--- src/rtl/cfgseq_pkg.sv ---
// Package: shared state encoding and byte width for the configuration sequencer.
// Assumes nothing beyond IEEE 1800-2017.
package cfgseq_pkg;

    localparam int BYTE_W = 8;

    typedef enum logic [3:0] {
        ST_IDLE,    // waiting for start, nothing reported yet
        ST_POWER,   // supply on, settling
        ST_PROG,    // program line held low
        ST_INIT,    // polling the target's init-ready input
        ST_LOAD,    // waiting for the next byte from the source
        ST_BSET,    // clock low, data bit presented
        ST_BHI,     // clock high, target samples the bit
        ST_FLO,     // free-run clock low, done checked at phase end
        ST_FHI,     // free-run clock high
        ST_OK,      // completed, status held
        ST_FAIL     // aborted, status held
    } seq_state_t;

endpackage

--- src/rtl/cfgseq_div.sv ---
// Module: phase timer for the configuration clock.
// Emits a one-cycle tick every max(div,1) cycles while run is high; the count
// restarts whenever run is low, so the first phase after a pause is full length.
// Assumes div is stable while run is high.
module cfgseq_div #(
    parameter int DIV_W = 8
) (
    input  logic             clk,
    input  logic             rst_n,
    input  logic             run,
    input  logic [DIV_W-1:0] div,
    output logic             tick
);

    logic [DIV_W-1:0] cnt;
    logic [DIV_W-1:0] last_val;

    // Terminal count: one below the effective divider value.
    always_comb begin
        last_val = (div == '0) ? '0 : div - 1'b1;
        tick     = run && (cnt == last_val);
    end

    // Phase counter, cleared on pause and at each tick.
    always_ff @(posedge clk) begin
        if (!rst_n || !run || tick) cnt <= '0;
        else                        cnt <= cnt + 1'b1;
    end

endmodule

--- src/rtl/cfgseq_shreg.sv ---
// Module: byte shift register feeding the serial data pin, MSB first.
// load captures a new byte and resets the bit index; shift moves to the next
// bit. last is high while the final bit of the byte is presented.
// Assumes load and shift are never requested in the same cycle.
module cfgseq_shreg #(
    parameter int W = cfgseq_pkg::BYTE_W
) (
    input  logic         clk,
    input  logic         rst_n,
    input  logic         load,
    input  logic         shift,
    input  logic [W-1:0] din,
    output logic         msb,
    output logic         last
);

    localparam int IDX_W = $clog2(W);

    logic [W-1:0]     sr;
    logic [IDX_W-1:0] idx;

    // Byte register and bit index.
    always_ff @(posedge clk) begin
        if (!rst_n) begin
            sr  <= '0;
            idx <= '0;
        end else if (load) begin
            sr  <= din;
            idx <= '0;
        end else if (shift) begin
            sr  <= {sr[W-2:0], 1'b0};
            idx <= idx + 1'b1;
        end
    end

    // Present the current bit and flag the final one.
    always_comb begin
        msb  = sr[W-1];
        last = (idx == IDX_W'(W - 1));
    end

    // a new byte is never captured in the middle of a shift step.
    assert_load_shift_excl_R5: assert property (@(posedge clk) disable iff (!rst_n)
        !(load && shift));

endmodule

--- src/rtl/cfgseq_top.sv ---
// Module: slave-serial configuration sequencer (top).
// Runs supply settle, program pulse, bounded init poll, MSB-first byte shifting
// and bounded free-run clocking until done. Status is held until the next start.
// Assumes init_ready and cfg_done are already synchronous to clk, and that
// div_ratio does not change during a sequence.
module cfgseq_top #(
    parameter int LEN_W     = 24,
    parameter int DIV_W     = 8,
    parameter int PWR_CYC   = 1000,
    parameter int PROG_CYC  = 1000,
    parameter int POLL_MAX  = 100000,
    parameter int FLUSH_MAX = 100000
) (
    input  logic             clk,
    input  logic             rst_n,
    input  logic             start,
    input  logic [LEN_W-1:0] byte_len,
    input  logic [DIV_W-1:0] div_ratio,
    input  logic             src_valid,
    input  logic [7:0]       src_data,
    input  logic             src_err,
    output logic             src_ready,
    input  logic             init_ready,
    input  logic             cfg_done,
    output logic             pwr_en,
    output logic             prog_n,
    output logic             cfg_clk,
    output logic             cfg_data,
    output logic             busy,
    output logic             act_ind,
    output logic             success,
    output logic             fail
);
    import cfgseq_pkg::*;

    localparam int M_A    = (PWR_CYC  > PROG_CYC)  ? PWR_CYC  : PROG_CYC;
    localparam int M_B    = (POLL_MAX > FLUSH_MAX) ? POLL_MAX : FLUSH_MAX;
    localparam int M_ALL  = (M_A > M_B) ? M_A : M_B;
    localparam int WAIT_W = $clog2(M_ALL + 1) + 1;

    seq_state_t       state;
    logic [WAIT_W-1:0] wcnt;
    logic [LEN_W-1:0]  bytes_left;
    logic              ph_run;
    logic              ph_tick;
    logic              sh_load;
    logic              sh_shift;
    logic              sh_msb;
    logic              sh_last;
    logic              pwr_q;
    logic              start_ok;

    cfgseq_div #(.DIV_W(DIV_W)) u_div (
        .clk   (clk),
        .rst_n (rst_n),
        .run   (ph_run),
        .div   (div_ratio),
        .tick  (ph_tick)
    );

    cfgseq_shreg #(.W(BYTE_W)) u_sh (
        .clk   (clk),
        .rst_n (rst_n),
        .load  (sh_load),
        .shift (sh_shift),
        .din   (src_data),
        .msb   (sh_msb),
        .last  (sh_last)
    );

    // Decode pin levels and handshake strobes from the current state.
    always_comb begin
        busy      = !(state == ST_IDLE || state == ST_OK || state == ST_FAIL);
        start_ok  = start && !busy;
        ph_run    = (state == ST_BSET) || (state == ST_BHI) ||
                    (state == ST_FLO)  || (state == ST_FHI);
        src_ready = (state == ST_LOAD);
        sh_load   = src_ready && src_valid && !src_err;
        sh_shift  = (state == ST_BHI) && ph_tick && !sh_last;
        prog_n    = (state != ST_PROG);
        cfg_clk   = (state == ST_BHI) || (state == ST_FHI);
        cfg_data  = ((state == ST_BSET) || (state == ST_BHI)) ? sh_msb : 1'b0;
        pwr_en    = pwr_q;
        act_ind   = busy || (state == ST_FAIL);
        success   = (state == ST_OK);
        fail      = (state == ST_FAIL);
    end

    // Supply enable: set by an accepted start, kept for the rest of the run.
    always_ff @(posedge clk) begin
        if (!rst_n)        pwr_q <= 1'b0;
        else if (start_ok) pwr_q <= 1'b1;
    end

    // Sequence state, shared wait counter and remaining byte count.
    always_ff @(posedge clk) begin
        if (!rst_n) begin
            state      <= ST_IDLE;
            wcnt       <= '0;
            bytes_left <= '0;
        end else begin
            case (state)
                ST_IDLE, ST_OK, ST_FAIL: begin
                    if (start_ok) begin
                        state      <= ST_POWER;
                        wcnt       <= '0;
                        bytes_left <= byte_len;
                    end
                end
                ST_POWER: begin
                    if (wcnt == WAIT_W'(PWR_CYC - 1)) begin
                        state <= ST_PROG;
                        wcnt  <= '0;
                    end else begin
                        wcnt <= wcnt + 1'b1;
                    end
                end
                ST_PROG: begin
                    if (wcnt == WAIT_W'(PROG_CYC - 1)) begin
                        state <= ST_INIT;
                        wcnt  <= '0;
                    end else begin
                        wcnt <= wcnt + 1'b1;
                    end
                end
                ST_INIT: begin
                    if (init_ready) begin
                        state <= (bytes_left == '0) ? ST_FLO : ST_LOAD;
                        wcnt  <= '0;
                    end else if (wcnt == WAIT_W'(POLL_MAX - 1)) begin
                        state <= ST_FAIL;
                    end else begin
                        wcnt <= wcnt + 1'b1;
                    end
                end
                ST_LOAD: begin
                    if (src_err)        state <= ST_FAIL;
                    else if (src_valid) state <= ST_BSET;
                end
                ST_BSET: begin
                    if (ph_tick) state <= ST_BHI;
                end
                ST_BHI: begin
                    if (ph_tick) begin
                        if (!sh_last) begin
                            state <= ST_BSET;
                        end else begin
                            bytes_left <= bytes_left - 1'b1;
                            wcnt       <= '0;
                            state      <= (bytes_left == LEN_W'(1)) ? ST_FLO : ST_LOAD;
                        end
                    end
                end
                ST_FLO: begin
                    if (cfg_done) begin
                        state <= ST_OK;
                    end else if (ph_tick) begin
                        state <= (wcnt == WAIT_W'(FLUSH_MAX)) ? ST_FAIL : ST_FHI;
                    end
                end
                ST_FHI: begin
                    if (ph_tick) begin
                        state <= ST_FLO;
                        wcnt  <= wcnt + 1'b1;
                    end
                end
                default: state <= ST_IDLE;
            endcase
        end
    end

    // the program line only drops with the supply already on.
    assert_prog_needs_power_R2: assert property (@(posedge clk) disable iff (!rst_n)
        !prog_n |-> pwr_en);

    // bytes are requested only with the program line released and clock low.
    assert_ready_quiet_pins_R5: assert property (@(posedge clk) disable iff (!rst_n)
        src_ready |-> (prog_n && pwr_en && !cfg_clk));

    // data never moves while the configuration clock is high.
    assert_data_stable_high_R6: assert property (@(posedge clk) disable iff (!rst_n)
        (cfg_clk && $past(cfg_clk)) |-> $stable(cfg_data));

    // completion and abort are exclusive and neither overlaps busy.
    assert_status_exclusive_R10: assert property (@(posedge clk) disable iff (!rst_n)
        !(success && fail) && !(busy && (success || fail)));

    // success holds until a new start.
    assert_success_hold_R10: assert property (@(posedge clk) disable iff (!rst_n)
        (success && !start) |=> success);

    // abort status holds until a new start.
    assert_fail_hold_R4: assert property (@(posedge clk) disable iff (!rst_n)
        (fail && !start) |=> (fail && act_ind));

    // a start during shifting does not re-enter the power phase.
    assert_no_restart_R11: assert property (@(posedge clk) disable iff (!rst_n)
        (state == ST_BSET && start) |=> (state != ST_POWER));

endmodule

--- config.mk ---
export PLATFORM = sky130hd
export DESIGN_NAME = cfgseq_top
export DESIGN_NICKNAME = d
export VERILOG_FILES = /design/src/rtl/cfgseq_pkg.sv /design/src/rtl/cfgseq_div.sv /design/src/rtl/cfgseq_shreg.sv /design/src/rtl/cfgseq_top.sv
export SDC_FILE = /design/constraint.sdc
export NUM_CORES = 1
export LEC_CHECK = 0
export BUFFER_PORTS_ARGS = -buffer_cell sky130_fd_sc_hd__buf_2
export CAP_MARGIN = 20
export CELL_PAD_IN_SITES_DETAIL_PLACEMENT = 1
export CELL_PAD_IN_SITES_GLOBAL_PLACEMENT = 1
export CORE_UTILIZATION = 40
export CTS_BUF_LIST = sky130_fd_sc_hd__clkbuf_4 sky130_fd_sc_hd__clkbuf_8 sky130_fd_sc_hd__clkbuf_16
export CTS_CLUSTER_DIAMETER = 200
export DETAILED_ROUTE_END_ITERATION = 7
export PLACE_DENSITY = 0.73
export SLEW_MARGIN = 0
export SYNTH_ARGS = -nofsm -noshare
export SYNTH_HDL_FRONTEND = slang
export SYNTH_SLANG_ARGS = --single-unit
export TNS_END_PERCENT = 30
--- constraint.sdc ---
create_clock -name clk -period 8.2 [get_ports clk]
set_input_delay 0.82 -clock clk [delete_from_list [all_inputs] [get_ports clk]]
set_output_delay 0.82 -clock clk [all_outputs]
set_load 0.02 [all_outputs]
Yosys cells after proc, flatten, opt, wreduce, memory -nomap -nowiden. Index checks and enable logic that the tools add are counted.

Add/sub/neg operators: 5. Equality and inequality tests: 28. Reduce and logical (&&, ||, !) cells: 32. Bitwise gates (word level): 1. Muxes and demuxes: 33.

Operators by type and width (count): 2-to-1 mux 18 bit (7); one-hot mux 18 bit (5 select lines) (1); 2-to-1 mux 24 bit (3); 2-to-1 mux 4 bit (12); one-hot mux 24 bit (2 select lines) (1); equality test 18 x 17 -> 1 bit (second input constant) (2); one-hot mux 4 bit (9 select lines) (1); equality test 24 x 1 -> 1 bit (second input constant) (1); logical NOT 24 bit (1); 2-to-1 mux 8 bit (3); subtractor 24 x 1 -> 24 bit (second input constant) (1); adder 18 x 1 -> 18 bit (second input constant) (1); equality test 18 x 10 -> 1 bit (second input constant) (1); equality test 4 x 3 -> 1 bit (second input constant) (4); != test 2 bit (second input constant) (7); equality test 4 bit (second input constant) (3); != test 3 bit (second input constant) (4); logical OR 1 bit (9); AND reduction 9 bit (1); adder 8 x 1 -> 8 bit (second input constant) (1); equality test 4 x 2 -> 1 bit (second input constant) (2); equality test 8 bit (1); logical NOT 8 bit (1); 2-to-1 mux 2 bit (4); other kinds (16) (27).

Register bits after elaboration: 66. Word-level logic and storage cells: 106. Bits of input ports: 47. Output and inout bits: 9.

Logic depth before layout (Yosys ltp). Gate-level depths: netlist of the first run.

Depth after elaboration: 9. Gate-level depth with buffers: 11. Depth with buffers taken out: 9.

By module. From an unflattened synthesis of the first run, not the netlist that was laid out.

Cells, all modules: 556. Area, all modules: 4302.9 sq um.

By module, submodules not included: cfgseq_top (instances 1, cells an instance 429, area an instance 3134.3 sq um, sequential area each 940.9 sq um); cfgseq_div (instances 1, cells an instance 80, area an instance 643.1 sq um, sequential area each 160.2 sq um); cfgseq_shreg (instances 1, cells an instance 47, area an instance 525.5 sq um, sequential area each 220.2 sq um).

Worst setup path after synthesis of the first run. No wires, ideal clock.

Path kind: in2reg. From: input port div_ratio[0]. To: register bytes_left[10]. Library setup time: 0.130 ns. Required time: 8.070 ns. Setup slack: 4.993 ns. Path buffers: 2. Stages: 11. Data arrival time: 3.077 ns. Cell sequence: inv_1 ha_1 or4b_4 or2_1 a221oi_1 o21a_1 a31oi_1 buf_2 buf_4 o211ai_1 o31ai_1.

Word-level cells in the longest chain between the ends: 6. Elaborated cells on any way between the ends: 7. Classes of those cells: 1 x add/sub; 2 x eq/ne; 1 x mux; 3 x reduce/logical.

Ends and longest elaborated chain: start: declaration (line cfgseq_top.sv:18) `input logic [DIV_W-1:0] div_ratio,`; subtractor 8 x 1 -> 8 bit or logical NOT 8 bit (tied branches) (line cfgseq_div.sv:20) `last_val = (div == '0) ? '0 : div - 1'b1;`; 2-to-1 mux 8 bit (*) (line cfgseq_div.sv:20); equality test 8 bit (*) (line cfgseq_div.sv:21) `tick = run && (cnt == last_val);`; logical AND 1 bit (*) (line cfgseq_div.sv:21); != test 2 bit (no line) (*); AND reduction 4 bit (no line) (*); end signal: assignment (line cfgseq_top.sv:107) `bytes_left <= byte_len;`; end signal: assignment (line cfgseq_top.sv:148) `bytes_left <= bytes_left - 1'b1;`; end: declaration (line cfgseq_top.sv:43) `logic [LEN_W-1:0] bytes_left;`.

Mark *: on every way between the ends. The rest lies on a longest branch, timed or not. A chain may end at the register's enable or synchronous reset.

Worst setup path in the final report of the first run.
From: register state[1]. To: register wcnt[4].

Word-level cells in the longest chain between the ends: 7. Elaborated cells on any way between the ends: 27. Classes of those cells: 14 x eq/ne; 1 x mux; 12 x reduce/logical.

Ends and longest elaborated chain: start: declaration (line cfgseq_top.sv:41) `seq_state_t state;`; start signal: assignment (line cfgseq_top.sv:128) `state <= (bytes_left == '0) ? ST_FLO : ST_LOAD;`; start signal: assignment (line cfgseq_top.sv:150) `state <= (bytes_left == LEN_W'(1)) ? ST_FLO : ST_LOAD;`; start signal: assignment (line cfgseq_top.sv:158) `state <= (wcnt == WAIT_W'(FLUSH_MAX)) ? ST_FAIL : ST_FHI;`; equality test 4 x 3 -> 1 bit, on equally long branches (line cfgseq_top.sv:75, cfgseq_top.sv:102); logical OR 1 bit (2 in a row) (line cfgseq_top.sv:75) `ph_run = (state == ST_BSET) || (state == ST_BHI) ||`; logical OR 1 bit (line cfgseq_top.sv:76) `(state == ST_FLO) || (state == ST_FHI);`; logical AND 1 bit (line cfgseq_div.sv:21); != test 2 bit (no line); AND reduction 6 bit (no line); end signal: assignment (line cfgseq_top.sv:115) `wcnt <= wcnt + 1'b1;`; end signal: assignment (line cfgseq_top.sv:123) `wcnt <= wcnt + 1'b1;`; end signal: assignment (line cfgseq_top.sv:133) `wcnt <= wcnt + 1'b1;`; end: declaration (line cfgseq_top.sv:42) `logic [WAIT_W-1:0] wcnt;`.

Parallel ways exist; a longest one is shown, timed or not.

==> flow_metrics.tcl, run 1 <==
set metrics [dict create \
    cts_root_buf "clkbuf_16" \
    hold-worst-slack_ns 0.468 \
    grt_overflow 0 \
    required_ns 8.40 \
    setup_violations 0 \
    final_util_pct 47.4 \
    syn_inst 640 \
    die-width_um 109 \
    antenna_found_initial 0 \
    num_antenna_cells 0 \
    reg2reg_depth 8 \
    area_growth_pct 14.1 \
    fin_worst_skew_ns 0.00904 \
    first_iter_violations 232 \
    crit_path_end_kind "flip-flop" \
    multiInputGateArea_sq_um 2990 \
    placed_area_sq_um 4890 \
    ys_ff_latch 66 \
    grt_util_all_layers_pct 25.8 \
    drv_slew 0 \
    grt_pass1_vias 4918 \
    ys_warn_count 0 \
    wl_per_cell_um 18.0 \
    fp.dieH_um 109 \
    status "complete, no violations" \
    drv_cap 0 \
    drtPass1Iterations 4 \
    min_period_ns 3.66 \
    fmax_mhz 273 \
    cts_buffers 9 \
    regArea_sq_um 1320 \
    drtAntennaViolNets 0 \
    synth-edff-count 0 \
    core_sq_um 11000 \
    cts.sinks 66 \
    grt_setup_unrepaired "no" \
    finalNonFillerCells 811 \
    syn_area_per_cell_sq_um 7.14 \
    cellPowerDensity_nw_per_um2 291 \
    holdPathStages 2 \
    cts_tree "done" \
    synth_nets 695 \
    async_reset_ff_share_pct 0 \
    final_area_sq_um 5210 \
    portBuffers 55 \
    max_slew_margin_pct 35.5 \
    dpl.hpwl_um 10300 \
    cts_resized 0 \
    place.gp.congestion 0.910 \
    setup-tns-final_ns 0 \
    grt_max_degree 50 \
    peakVddDrop_v 0.000127 \
    ioPinCount 56 \
    synth_top_cell_by_area "dfxtp_1" \
    n_fill_cell 1423 \
    cts_max_path_buffers 2 \
    drive_gt1_share_pct 13.4 \
    worstMarginPinSlew_ns 0.966 \
    synth-main-ff-cell "dfxtp_1" \
    power.leakage_nw 1.93 \
    via_per_inst 6.01 \
    rrSetupSlack_ns 4.54 \
    finalHoldViolations 0 \
    hold_path.class "reg -> reg" \
    postCtsSetupRepairBufs 0 \
    arrival_ns 3.86 \
    synth_seq_area_share_pct 28.9 \
    ctsHoldBuffers 0 \
    cp-start-kind "flip-flop" \
    drc 0 \
    place_inst 795 \
    worstPathMaxFanout 27 \
    criticalPathCategory "reg -> reg" \
    synthTopCellsByArea "dfxtp_1, a21oi_1, nor2_1, nand2_1, nand3_1" \
    routed_wl_um 14600 \
    period_share_pct 44.6 \
    htree_levels 3 \
    grt_pass1_wl_um 23800 \
    clock_latency_ns 0.34 \
    final_nets 721 \
    dieArea_sq_um 11900 \
    yosysUniqueCellTypes 67 \
    std_cell_rows 38 \
    routed-via-count 4878 \
    syn-cell-area_sq_um 4570 \
    yosysTopAreaCellShare_pct 28.9 \
    start_util_pct 41.6 \
    clkTransAtPathRegs_ns 0.06 \
]
-- cells in the final DEF, fill, tap and decap left out, types with 4 or more instances in the layout --
cell type,netlist,routed
nor2_1,76,76
nand2_1,70,70
dfxtp_1,66,66
a21oi_1,60,60
buf_2,8,55
nand3_1,31,30
inv_1,27,27
nor3_1,22,22
o21ai_0,20,20
or3_1,16,16
o22ai_1,13,13
nor4_1,12,12
nand2b_1,12,12
and3_1,11,11
o32ai_1,10,10
a2bb2oi_1,9,9
clkbuf_16,0,9
nor2b_1,8,8
xor2_1,8,8
o211ai_1,8,8
ha_1,8,8
a31oi_1,8,7
nand4_1,7,7
and2_1,5,5
or4_1,5,5
xnor2_1,4,4
nor4bb_1,4,4
o21a_1,4,4
nand3b_1,4,4
mux2i_1,4,4
a21o_1,4,4
o31ai_1,5,4
buf_4,1,4
-- kinds of logic after synthesis --
| kind of cell | Yosys count | synth area share [%] |
|---|---|---|
| mux | 4 | 0.877 |
| simple gates | 305 | 34.4 |
| compound gates | 174 | 25.2 |
| buf+inv | 71 | 6.14 |
| xor+xnor | 12 | 2.30 |
| flops | 66 | 28.9 |
| fa+ha+maj | 8 | 2.19 |
-- through the flow --
step	total power, mW	worst slack, ns
floorplan	0.925	4.99
global placement	1.07	4.45
detailed placement	1.11	4.22
CTS	1.52	4.52
global route	1.61	4.24
finish	1.52	4.54
-- worst max-delay path: stages (launching register included) --
cell      delay [ns]
dfxtp_1         0.90
nor4bb_1        0.60
or4b_2          0.63
o22a_1          0.21
o211a_1         0.13
a21oi_2         0.16
buf_4           0.28
or2_1           0.44
o21ai_0         0.17
-- flip-flops by register name, indices dropped and copies added (netlist names) --
name / count
bytes_left: 24
wcnt: 18
u_div.cnt: 8
u_sh.sr: 8
state: 4
u_sh.idx: 3
pwr_en: 1
-- per-layer routing --
layer	routed length [um]	vias to the layer above	share of wire, %	global-route usage (%)
met5	0	-	0	0
met4	373	0	2.6	12.5
met3	577	31	4.0	4.42
met2	6950	101	48	43.4
met1	6680	2350	46	31.9
li1	-	2396	-	-
-- report_power, final --
group	total (mW)	switching, mW	internal, mW
Sequential	0.455	0.0890	0.366
Clock	0.410	0.150	0.260
Combinational	0.652	0.422	0.229
-- final cells by class --
class / instances / share of cell area (%)
multi-input cells: 503 / 57.4
clock inverters: 4 / 0.937
inverters: 27 / 1.95
flip-flops and latches: 66 / 25.4
repair buffers: 59 / 5.86
clock buffers: 12 / 5.12
well taps: 140 / 3.36
-- cell usage after synthesis (all sizes together), types with 3 or more instances --
| cell type | number |
|---|---|
| a211oi | 3 |
| a21o | 4 |
| a21oi | 61 |
| a2bb2oi | 9 |
| a31oi | 8 |
| and2 | 5 |
| and3 | 11 |
| and4 | 3 |
| buf | 10 |
| clkbuf | 34 |
| dfxtp | 66 |
| ha | 8 |
| inv | 27 |
| mux2i | 4 |
| nand2 | 70 |
| nand2b | 12 |
| nand3 | 31 |
| nand3b | 4 |
| nand4 | 8 |
| nor2 | 76 |
| nor2b | 8 |
| nor3 | 22 |
| nor4 | 13 |
| nor4bb | 4 |
| o211ai | 8 |
| o21a | 4 |
| o21ai | 20 |
| o221a | 3 |
| o22ai | 13 |
| o31a | 3 |
| o31ai | 5 |
| o32ai | 10 |
| o41ai | 3 |
| or2 | 4 |
| or3 | 16 |
| or4 | 5 |
| or4b | 4 |
| xnor2 | 4 |
| xor2 | 8 |
-- path summary, 6_finish.rpt --
path,from,endpoint
hold reg to reg,u_sh.sr[6],u_sh.sr[6]
setup reg to reg,state[1],wcnt[4]
hold / removal,u_sh.sr[6],u_sh.sr[6]
setup / recovery,state[1],wcnt[4]
No activity file was read; power rests on OpenSTA's default activity.
==> run 2: changes to the inputs <==
==> constraint.sdc (replaced) <==
create_clock -name clk -period 3.5 [get_ports clk]
set_input_delay 0.35 -clock clk [delete_from_list [all_inputs] [get_ports clk]]
set_output_delay 0.35 -clock clk [all_outputs]
set_load 0.02 [all_outputs]
==> flow_metrics.tcl, run 2 (synthesis results as in run 1) <==
set metrics [dict create \
    status "complete, no violations" \
    grt_pass1_wl_um 23700 \
    drive_gt1_share_pct 14.9 \
    via_per_inst 6.06 \
    die-width_um 109 \
    layout_top_registers "bytes_left (24), wcnt (18)" \
    drv_slew 0 \
    min_period_ns 3.09 \
    finalHoldViolations 0 \
    arrival_ns 3.29 \
    met2_usage_pct 43.1 \
    period_share_pct 88.4 \
    grt_util_all_layers_pct 25.4 \
    grt.busiest_layer "met2" \
    final_util_pct 48.6 \
    grt_pass1_vias 4958 \
    cts_root_buf "clkbuf_16" \
    routed-via-count 4990 \
    clock_latency_ns 0.34 \
    cts.sinks 66 \
    worstPathMaxFanout 13 \
    power.leakage_nw 1.99 \
    postCtsSetupRepairBufs 0 \
    largest_reg_flops 24 \
    cp-start-kind "flip-flop" \
    drv_cap 0 \
    power.switching_mw 1.58 \
    final_cell_mix "nor2_1, nand2_1, dfxtp_1" \
    first_iter_violations 321 \
    final_common_cell "nor2_1" \
    p_sw_share_pct 42.0 \
    core_sq_um 11000 \
    internal_power_mw 2.18 \
    grt_use_met1_pct 32.2 \
    ctsHoldBuffers 0 \
    cts_max_path_buffers 2 \
    drc 0 \
    cts_tree "done" \
    regMostFlops "bytes_left" \
    criticalPathCategory "reg -> reg" \
    grt_overflow 0 \
    rrSetupSlack_ns 0.41 \
    p_seq_share_pct 25.8 \
    dieArea_sq_um 11900 \
    ioPinCount 56 \
    place.gp.congestion 0.906 \
    setup-tns-final_ns 0 \
    drtAntennaViolNets 0 \
    portBuffers 55 \
    wl_per_cell_um 17.6 \
    crit_path_end_kind "flip-flop" \
    n_fill_cell 1432 \
    fmax_mhz 323 \
    antenna_found_initial 0 \
    clkTransAtPathRegs_ns 0.06 \
    num_antenna_cells 0 \
    start_util_pct 41.6 \
    max_slew_margin_pct 49.7 \
    worstMarginPinSlew_ns 0.747 \
    cellPowerDensity_nw_per_um2 703 \
    clock_power_share_pct 28.6 \
    cts_resized 0 \
    peakVddDrop_v 0.000328 \
    std_cell_rows 38 \
    combPwrFrac_pct 45.6 \
    grt_max_degree 49 \
    area_growth_pct 16.9 \
    met3_usage_pct 4.42 \
    setup_violations 0 \
    dpl.hpwl_um 10500 \
    fin_worst_skew_ns 0.00690 \
    fp.dieH_um 109 \
    htree_levels 3 \
    grt_setup_unrepaired "no" \
    required_ns 3.70 \
    drtPass1Iterations 4 \
    final_nets 734 \
    cts_buffers 9 \
    routed_wl_um 14500 \
    hold_path.class "in -> reg" \
]
==> run 2: cell count changes in the layout (fill, tap and decap cells not counted), sizes merged <==
cell      delta
buf         +13
clkinv       -2
clkbuf       -2
bufinv       +2
clkinvlp     +2
==> run 2: layout make-up <==
cell class              instances  area, sq um  share of cell area [%]
repair buffers                 72          403                    7.54
well taps                     140          175                    3.28
flip-flops and latches         66         1320                    24.7
multi-input cells             503         2990                    55.9
inverters                      27          101                    1.90
clock inverters                 6          114                    2.13
clock buffers                  10          239                    4.48
==> run 2: path summary, 6_finish.rpt <==
check	cells past startpoint	start	to
max	7	state[1]	wcnt[4]
min	3	src_data[0]	u_sh.sr[0]
max reg2reg	7	state[1]	wcnt[4]
min reg2reg	2	u_sh.sr[1]	u_sh.sr[1]
==> run 2: layer usage <==
layer | wire length (um) | part of all wire (%) | vias up
li1 | - | - | 2421
met1 | 6840 | 47 | 2452
met2 | 6960 | 48 | 98
met3 | 484 | 3.3 | 19
met4 | 225 | 1.6 | 0
met5 | 0 | 0 | -
==> run 2: power by group through the flow <==
stage	clock, mW	sequential (mW)	combinational [mW]
final	1.07	0.967	1.71
after global routing	1.13	0.985	1.89
after CTS	1.10	0.966	1.70
after detailed placement	0	0.980	1.69
after global placement	0	0.974	1.62
after floorplan	0	0.955	1.21
==> run 2: per-stage QoR <==
stage	cell area, sq um	hold WS (ns)	worst slack (ns)	power (mW)	instances
3_5_place_dp	4990	0.469	0.115	2.67	808
4_1_cts	5340	0.249	0.446	3.76	824
5_1_grt	5340	0.269	0.220	4.01	824
6_report	5340	0.257	0.407	3.75	824
3_3_place_gp	4990	0.450	0.305	2.59	808
2_1_floorplan	4570	0.443	0.763	2.17	640
==> run 2: critical path, cell delays in order (launching register included) <==
cell      delay (ns)
dfxtp_1         0.33
nor4bb_1        0.60
or4b_2          0.63
o22a_1          0.22
o211a_1         0.13
a21oi_2         0.36
or2_1           0.49
o21ai_0         0.18
==> run 3: changes to the inputs <==
--- a/config.mk
+++ b/config.mk
@@ -9,11 +9,11 @@
 export CAP_MARGIN = 20
 export CELL_PAD_IN_SITES_DETAIL_PLACEMENT = 1
 export CELL_PAD_IN_SITES_GLOBAL_PLACEMENT = 1
-export CORE_UTILIZATION = 40
+export CORE_UTILIZATION = 28
 export CTS_BUF_LIST = sky130_fd_sc_hd__clkbuf_4 sky130_fd_sc_hd__clkbuf_8 sky130_fd_sc_hd__clkbuf_16
 export CTS_CLUSTER_DIAMETER = 200
 export DETAILED_ROUTE_END_ITERATION = 7
-export PLACE_DENSITY = 0.73
+export PLACE_DENSITY = 0.54
 export SLEW_MARGIN = 0
 export SYNTH_ARGS = -nofsm -noshare
 export SYNTH_HDL_FRONTEND = slang
==> flow_metrics.tcl, run 3 (synthesis results as in run 1) <==
set metrics [dict create \
    crit_chain "buf_2, inv_1, ha_1, or4b_4, or2_1, o311ai_1, o211a_1, a21oi_2, buf_4, or4_1, a21oi_1" \
    holdPathStages 3 \
    clock_power_share_pct 25.9 \
    wl_met2_um 7020 \
    fmax_mhz 343 \
    fin_worst_skew_ns 0.0103 \
    cts_resized 0 \
    cpMaxStageDelayCell "or4b_4" \
    cts_buffers 9 \
    dp_worst_setup_slack_ns 0.251 \
    via_per_inst 5.36 \
    arrival_ns 3.19 \
    setup-tns-final_ns 0 \
    layout_top_registers "bytes_left (24), wcnt (18)" \
    drtPass1Iterations 6 \
    grt_max_degree 49 \
    routedLengthMet1_um 7210 \
    power.leakage_nw 1.97 \
    crit_path_end_kind "flip-flop" \
    worstPathMaxFanout 22 \
    regToRegStartpoint "wcnt[0]" \
    ioPinCount 56 \
    fp.dieH_um 130 \
    slowest_delay_ns 0.53 \
    cts_max_path_buffers 2 \
    max_slew_margin_pct 33.9 \
    clock_latency_ns 0.34 \
    grt_overflow 0 \
    num_antenna_cells 0 \
    combPwrFrac_pct 47.0 \
    std_cell_rows 46 \
    reg2reg_depth 8 \
    cp-start-kind "primary input" \
    grt_setup_unrepaired "no" \
    cts_tree "done" \
    core_sq_um 15900 \
    routed-via-count 4815 \
    final_nets 733 \
    final_common_cell "nor2_1" \
    status "complete, no violations" \
    grt_pass1_vias 4871 \
    largest_reg_flops 24 \
    antenna_found_initial 0 \
    regMostFlops "bytes_left" \
    place.gp.congestion 0.806 \
    ctsHoldBuffers 0 \
    placed_area_sq_um 5070 \
    drv_slew 0 \
    grt_util_all_layers_pct 18.8 \
    peakVddDrop_v 0.000353 \
    final_area_sq_um 5370 \
    hold_path.class "in -> reg" \
    criticalPathCategory "in -> reg" \
    power.switching_mw 1.54 \
    first_iter_violations 175 \
    p_seq_share_pct 27.0 \
    setup_violations 0 \
    drtAntennaViolNets 0 \
    drive_gt1_share_pct 14.7 \
    cellPowerDensity_nw_per_um2 665 \
    p_sw_share_pct 43.1 \
    htree_levels 3 \
    area_growth_pct 17.5 \
    final_cell_mix "nor2_1, nand2_1, dfxtp_1" \
    drv_cap 0 \
    startpoint "div_ratio[0]" \
    cts.sinks 66 \
    die-width_um 130 \
    worstMarginPinSlew_ns 0.992 \
    final.setup.worst_slack_ns 0.586 \
    finalHoldViolations 0 \
    internal_power_mw 2.03 \
    grt_pass1_wl_um 24900 \
    clkTransAtPathRegs_ns 0.06 \
    r2r-end "wcnt[7]" \
    min_period_ns 2.91 \
    top_layer "met4" \
    wl_per_cell_um 16.6 \
    dieArea_sq_um 16800 \
    portBuffers 55 \
    start_util_pct 28.8 \
    cts_root_buf "clkbuf_16" \
    routed_wl_um 14900 \
    final_util_pct 33.8 \
    period_share_pct 83.3 \
    dpl.hpwl_um 10700 \
    wl_met3_um 403 \
    required_ns 3.77 \
    crit_end "wcnt[16]" \
    postCtsSetupRepairBufs 0 \
    rrSetupSlack_ns 0.65 \
    drc 0 \
]
run 3: cell types whose count changed in the layout (fill, tap and decap cells not counted):
cell and change:
clkbuf_4 +2, clkinv_4 -1, buf_4 -1, clkinv_2 +2
bufinv_16 -2, clkinvlp_4 -2
run 3: layer usage:
metal / GRT usage, % / up-vias
met2: 31.5 / 57
met3: 2.95 / 23
met4: 7.32 / 0
li1: - / 2414
met5: 0 / -
met1: 24.2 / 2321
run 3: cell type report:
type	instances	area (sq um)
Clock buffer	12	254
Clock inverter	3	40.0
Fill cell	1998	10500
Inverter	27	101
Multi-Input combinational cell	503	2990
Sequential cell	66	1320
Tap cell	216	270
Timing Repair Buffer	71	395
run 3: power by group through the flow:
stage	clock network, mW	registers, mW	logic, mW
after global placement	0	0.975	1.66
after detailed placement	0	0.981	1.69
after CTS	0.956	0.966	1.70
after floorplan	0	0.955	1.21
final	0.926	0.964	1.68
after global routing	0.991	0.988	1.89
run 3: how the worst min path moves through the flow:
stage,from,endpoint
after floorplan,wcnt[17],wcnt[17]
after global placement,pwr_en,pwr_en
after detailed placement,u_sh.sr[2],u_sh.sr[2]
after CTS,src_data[0],u_sh.sr[0]
after global routing,src_data[0],u_sh.sr[0]
final,src_data[0],u_sh.sr[0]
run 3: worst max-delay path, delay by kind of cell:
family,cells,cell delay (ns)
AO/OA/AOI/OAI,4,0.83
buffers and inverters,3,0.45
AND/OR/NAND/NOR,3,1.28
adder cells (fa/ha/maj),1,0.27
run 3: through the flow:
step | instances | power, mW | hold slack [ns]
2_1_floorplan | 640 | 2.17 | 0.443
3_3_place_gp | 883 | 2.63 | 0.454
3_5_place_dp | 883 | 2.67 | 0.462
4_1_cts | 898 | 3.62 | 0.245
5_1_grt | 898 | 3.87 | 0.269
6_report | 898 | 3.57 | 0.249
